<file path="src/rtl/tx_slot_arbiter.sv">
module tx_slot_arbiter #(
  parameter int PTR_W = 12,
  parameter int LEN_W = 14,
  parameter logic [7:0] FAST_CODE = 8'h14,
  localparam int ADDR_W = PTR_W + 1
) (
  input  logic              clk,
  input  logic              rst_n,
  input  logic              cfg_we,
  input  logic [1:0]        cfg_sel,
  input  logic [15:0]       cfg_wdata,
  input  logic [3:0]        req_mask,
  input  logic [3:0]        clr_busy,
  input  logic              launch,
  input  logic              beacon_busy,
  output logic              mem_rd_en,
  output logic [ADDR_W-1:0] mem_rd_addr,
  input  logic [15:0]       mem_rd_data,
  output logic              go_valid,
  output logic [1:0]        go_slot,
  output logic [ADDR_W-1:0] go_addr,
  output logic [LEN_W-1:0]  go_len,
  output logic [LEN_W:0]    go_air_len,
  output logic [1:0]        go_rate,
  output logic [3:0]        busy,
  output logic [4:0]        serve_sel
);

  typedef enum logic [1:0] {S_IDLE, S_LEN, S_RATE, S_LAST} state_t;

  state_t                state;
  logic [15:0]           slot_q [4];
  logic [3:0]            en;
  logic [3:0]            cand;
  logic [1:0]            pick;
  logic                  launch_ok;
  logic [1:0]            sel_q;
  logic [ADDR_W-1:0]     base_q;
  logic [LEN_W-1:0]      len_q;

  for (genvar i = 0; i < 4; i++) begin : g_en
    assign en[i] = slot_q[i][15];
  end

  assign cand      = en & req_mask & ~busy;
  assign launch_ok = launch && (state == S_IDLE) && (cand != 4'd0);

  always_comb begin
    if (cand[3])      pick = 2'd3;
    else if (cand[2]) pick = 2'd2;
    else if (cand[1]) pick = 2'd1;
    else              pick = 2'd0;
  end

  always_comb begin
    if (beacon_busy)  serve_sel = 5'b10000;
    else if (busy[3]) serve_sel = 5'b01000;
    else if (busy[2]) serve_sel = 5'b00100;
    else if (busy[1]) serve_sel = 5'b00010;
    else if (busy[0]) serve_sel = 5'b00001;
    else              serve_sel = 5'b00000;
  end

  assign mem_rd_en   = (state == S_LEN) || (state == S_RATE);
  assign mem_rd_addr = base_q + ((state == S_LEN) ? ADDR_W'(10) : ADDR_W'(8));

  always_ff @(posedge clk) begin
    if (!rst_n) begin
      for (int i = 0; i < 4; i++) slot_q[i] <= '0;
    end else if (cfg_we) begin
      slot_q[cfg_sel] <= cfg_wdata;
    end
  end

  always_ff @(posedge clk) begin
    if (!rst_n) busy <= '0;
    else        busy <= (busy | (launch_ok ? cand : 4'd0)) & ~clr_busy;
  end

  always_ff @(posedge clk) begin
    if (!rst_n) begin
      state      <= S_IDLE;
      sel_q      <= '0;
      base_q     <= '0;
      len_q      <= '0;
      go_valid   <= 1'b0;
      go_slot    <= '0;
      go_addr    <= '0;
      go_len     <= '0;
      go_air_len <= '0;
      go_rate    <= 2'd1;
    end else begin
      go_valid <= 1'b0;
      case (state)
        S_IDLE: if (launch_ok) begin
          sel_q  <= pick;
          base_q <= {slot_q[pick][PTR_W-1:0], 1'b0};
          state  <= S_LEN;
        end
        S_LEN:  state <= S_RATE;
        S_RATE: begin
          len_q <= mem_rd_data[LEN_W-1:0];
          state <= S_LAST;
        end
        S_LAST: begin
          go_valid   <= 1'b1;
          go_slot    <= sel_q;
          go_addr    <= base_q;
          go_len     <= len_q;
          go_air_len <= (LEN_W+1)'(len_q) + (LEN_W+1)'(12);
          go_rate    <= (mem_rd_data[7:0] == FAST_CODE) ? 2'd2 : 2'd1;
          state      <= S_IDLE;
        end
        default: state <= S_IDLE;
      endcase
    end
  end

  assert_empty_launch_R6: assert property (@(posedge clk) disable iff (!rst_n)
    (launch && state == S_IDLE && cand == 4'd0 && clr_busy == 4'd0) |=> busy == $past(busy));

  assert_busy_absorbs_R5: assert property (@(posedge clk) disable iff (!rst_n)
    (launch_ok && clr_busy == 4'd0) |=> ((busy & $past(cand)) == $past(cand)));

  assert_busy_clear_R10: assert property (@(posedge clk) disable iff (!rst_n)
    (clr_busy != 4'd0) |=> ((busy & $past(clr_busy)) == 4'd0));

  assert_single_pulse_R9: assert property (@(posedge clk) disable iff (!rst_n)
    go_valid |=> !go_valid);

  assert_rate_code_R8: assert property (@(posedge clk) disable iff (!rst_n)
    go_valid |-> (go_rate == 2'd1 || go_rate == 2'd2));

  assert_even_read_R7: assert property (@(posedge clk) disable iff (!rst_n)
    mem_rd_en |-> !mem_rd_addr[0]);

  assert_serve_onehot_R11: assert property (@(posedge clk) disable iff (!rst_n)
    $onehot0(serve_sel) && ((beacon_busy || busy != 4'd0) == (serve_sel != 5'd0)));

endmodule

</file>
<file path="config.mk">
export PLATFORM = sky130hd
export DESIGN_NAME = tx_slot_arbiter
export DESIGN_NICKNAME = d
export VERILOG_FILES = /design/src/rtl/tx_slot_arbiter.sv
export SDC_FILE = /design/constraint.sdc
export NUM_CORES = 1
export LEC_CHECK = 0
export ABC_AREA = 1
export CAP_MARGIN = 40
export CORE_UTILIZATION = 52
export CTS_CLUSTER_DIAMETER = 100
export DETAILED_ROUTE_END_ITERATION = 8
export GPL_ROUTABILITY_DRIVEN = 1
export PLACE_DENSITY = 0.8
export SLEW_MARGIN = 5
export SYNTH_ARGS = -nofsm -noshare
export SYNTH_HDL_FRONTEND = slang
export SYNTH_SLANG_ARGS = --single-unit
</file>
<file path="constraint.sdc">
create_clock -name clk -period 2.27 [get_ports clk]
set_input_delay 0.3405 -clock clk [delete_from_list [all_inputs] [get_ports clk]]
set_output_delay 0.3405 -clock clk [all_outputs]
set_load 0.03 [all_outputs]
</file>
==> metrics.yaml <==
floorplan:
  core_sq_um: 10980
  die_area_sq_um: 11850
  ios: 117
  rows: 38
  start_util_pct: 54.07
  die_x_um: 108.9
  fp.dieH_um: 108.9
sta:
  final_hold_viol_count: 0
  setup_violations: 4
  fin_crit_sh_pct: 102.0
  worst_hold_slack_ns: 0.2632
  rsz0062_at_grt: "yes"
  finalMaxSlewViolations: 0
  fin_ws_ns: -0.04479
  fin_crit_ns: 2.315
  relSlewSlack_pct: 59.42
  fmax_ghz: 0.4320
  final.setup_skew_ns: 0.007027
  worst_slew_pin_slew_ns: 0.6081
  setup_tns_ns: -0.08280
power_and_ir_drop:
  peakVddDrop_uv: 499.2
  p_seq_share_pct: 37.8
  switchingPower_w: 0.002685
  p_sw_share_pct: 33.35
  internal_power_w: 0.005368
  p_leak_nw: 3.491
  pwr-share-comb_pct: 28.1
  pwr_density_cell_nw_per_um2: 1017
  pwr-share-clk_pct: 34.1
clocking:
  max-clock-path-buffers: 2
  cts_buffers: 17
  cts.sinks: 130
  cts_max_level: 4
  path_clk_slew_ns: 0.06
  clockRootBuffer: "clkbuf_16"
  cts_tree: "yes"
  clock_latency_ns: 0.42
logic_synthesis:
  synth.avg_cell_area_sq_um: 7.928
  synthCells: 749
  synth_warnings: 0
  synth-seq-cells: 130
  mappedNetlistArea_sq_um: 5938
  seq_area_frac_synth_pct: 52.59
  synth_cell_types: 32
critical_path:
  worstSetupPathType: "flip-flop to output pin"
  crit_path_end_kind: "output pin"
  path_max_fanout: 4
  arrival_ns: 1.97
  crit_required_ns: 1.93
  critPathLaunchType: "flip-flop"
status:
  outcome: "complete, but fails checks"
  violations: "setup timing"
global_route:
  gr-total-overflow: 0
  grt_pass1_wl_mm: 23.70
  antenna_found_initial: 0
  first_global_vias: 5163
  grt_use_total_pct: 26.45
  grt_max_degree: 55
route:
  drtPass1Iterations: 6
  drc: 0
  ant_nets: 0
  wl_per_cell_um: 14.54
  viasPerCell: 5.224
  wl_mm: 14.80
  drtIter0Drc: 407
  vias: 5318
placement:
  dp_cells: 983
  dp_hpwl_mm: 10.11
  finalWeightedCongestion: 0.8948
  io_buffers: 109
cells_and_area:
  final_core_util_pct: 72.07
  final_nets: 920
  area_growth_pct: 33.29
  post_route_cells_drive_above_1_share_pct: 11.28
  stdcell_count: 1018
  diodes: 0
  fillers: 800
  layout_commonest_cell: "nand2_1"
  most-common-layout-cells: "139 x nand2_1, 112 x nor2_1, 111 x inv_1"
run:
  drv_cap: 0
worst_hold_path:
  min_path_type: "input pin to flip-flop"
critical path, cell delays in order (launching register included):
cell and delay [ns]:
dfxtp_2 0.33, inv_2 0.05, ha_4 0.15, ha_4 0.17, a21oi_2 0.19, nor3_2 0.07, buf_4 0.15, nand3_1 0.08
xor2_1 0.17, buf_4 0.18
Yosys cell counts:
| library cell | number | area (sq um) |
|---|---|---|
| nand2_1 | 139 | 521.8 |
| nor2_1 | 113 | 424.2 |
| inv_1 | 112 | 420.4 |
| dfxtp_1 | 78 | 1562 |
| o21ai_0 | 59 | 295.3 |
| edfxtp_1 | 52 | 1562 |
| a21oi_1 | 45 | 225.2 |
| nand3_1 | 40 | 200.2 |
| nor3_1 | 28 | 140.1 |
| buf_2 | 14 | 70.07 |
| clkbuf_1 | 11 | 41.29 |
| xor2_1 | 9 | 78.83 |
| ha_1 | 8 | 100.1 |
| buf_4 | 6 | 45.04 |
| buf_1 | 5 | 18.77 |
| inv_2 | 4 | 15.01 |
| nand2_2 | 4 | 25.02 |
| buf_6 | 3 | 33.78 |
| nand2_4 | 3 | 33.78 |
| a31oi_1 | 2 | 12.51 |
| nand3_2 | 2 | 20.02 |
| nand4_1 | 2 | 12.51 |
| a211oi_1 | 1 | 7.510 |
| a21oi_2 | 1 | 8.760 |
| conb_1 | 1 | 3.750 |
| nand3_4 | 1 | 17.52 |
| nand3b_1 | 1 | 7.510 |
| nor2_2 | 1 | 6.260 |
| nor3b_1 | 1 | 7.510 |
| o211ai_1 | 1 | 7.510 |
| or2_2 | 1 | 6.260 |
| xnor2_1 | 1 | 8.760 |
cell families after synthesis:
logic type / Yosys count / synth area share, %
xor+xnor: 10 / 1.475
other cells: 1 / 0.06315
flops: 130 / 52.59
compound gates: 109 / 9.376
buf+inv: 155 / 10.85
fa+ha+maj: 8 / 1.686
simple gates: 336 / 23.96
flip-flops by register name, summed over array words and instances, names as in the netlist:
signal	cells
state	2
len_q	14
slot_q	52
sel_q	2
go_rate	2
base_q	12
go_valid	1
go_air_len	13
go_slot	2
go_addr	12
busy	4
go_len	14
per-stage QoR:
step | setup slack (ns) | area (sq um) | power, W
global route | -0.1089 | 7915 | 0.008426
global placement | 0.08040 | 7189 | 0.005176
floorplan | 0.05808 | 5949 | 0.004443
detailed placement | 0.04515 | 7189 | 0.005254
finish | -0.04479 | 7915 | 0.008053
CTS | -0.05949 | 7906 | 0.008060
layout make-up:
type                       count  area (sq um)  area share (%)
timing repair buffer         135          1303           16.46
inverter                     116         435.4           5.501
clock buffer                  22         518.0           6.544
sequential                   130          3128           39.52
multi-input combinational    465          2261           28.56
tap                          140         175.2           2.213
clock inverter                10         95.09           1.201
routing by layer:
| metal | GRT usage [%] | up-vias | routed length [um] |
|---|---|---|---|
| met2 | 49.10 | 196 | 7838 |
| met4 | 10.81 | 0 | 316 |
| met1 | 28.78 | 2492 | 5697 |
| met3 | 5.918 | 31 | 946 |
| li1 | - | 2599 | - |
| met5 | 0 | - | 0 |
power groups by stage:
stage / sequential (W) / clock, W / combinational [W]
5_1_grt: 0.00308 / 0.00287 / 0.00247
3_5_place_dp: 0.00306 / 0 / 0.00219
6_report: 0.00305 / 0.00275 / 0.00226
2_1_floorplan: 0.00324 / 0 / 0.00120
3_3_place_gp: 0.00304 / 0 / 0.00213
4_1_cts: 0.00304 / 0.00276 / 0.00226
timing repair:
item / CTS / global route
pin swaps: 3 / 5
hold endpoints to repair: 0 / 0
endpoints found under the setup margin: 11 / 9
resized for setup: 21 / 4
buffers inserted: 2 / 1
hold buffers: 0 / 0
path summary, 6_finish.rpt:
path	from	end	slack (ns)	depth (start not counted)
min reg2reg	go_len[13]$_SDFFE_PN0P_	go_len[13]$_SDFFE_PN0P_	0.46	2
min	rst_n	busy[3]$_SDFF_PN0_	0.26	3
max reg2reg	state[1]$_SDFFE_PN0P_	base_q[6]$_SDFFE_PN0P_	0.38	10
max	state[1]$_SDFFE_PN0P_	mem_rd_addr[12]	-0.04	9
No activity file was read; power rests on OpenSTA's default activity.
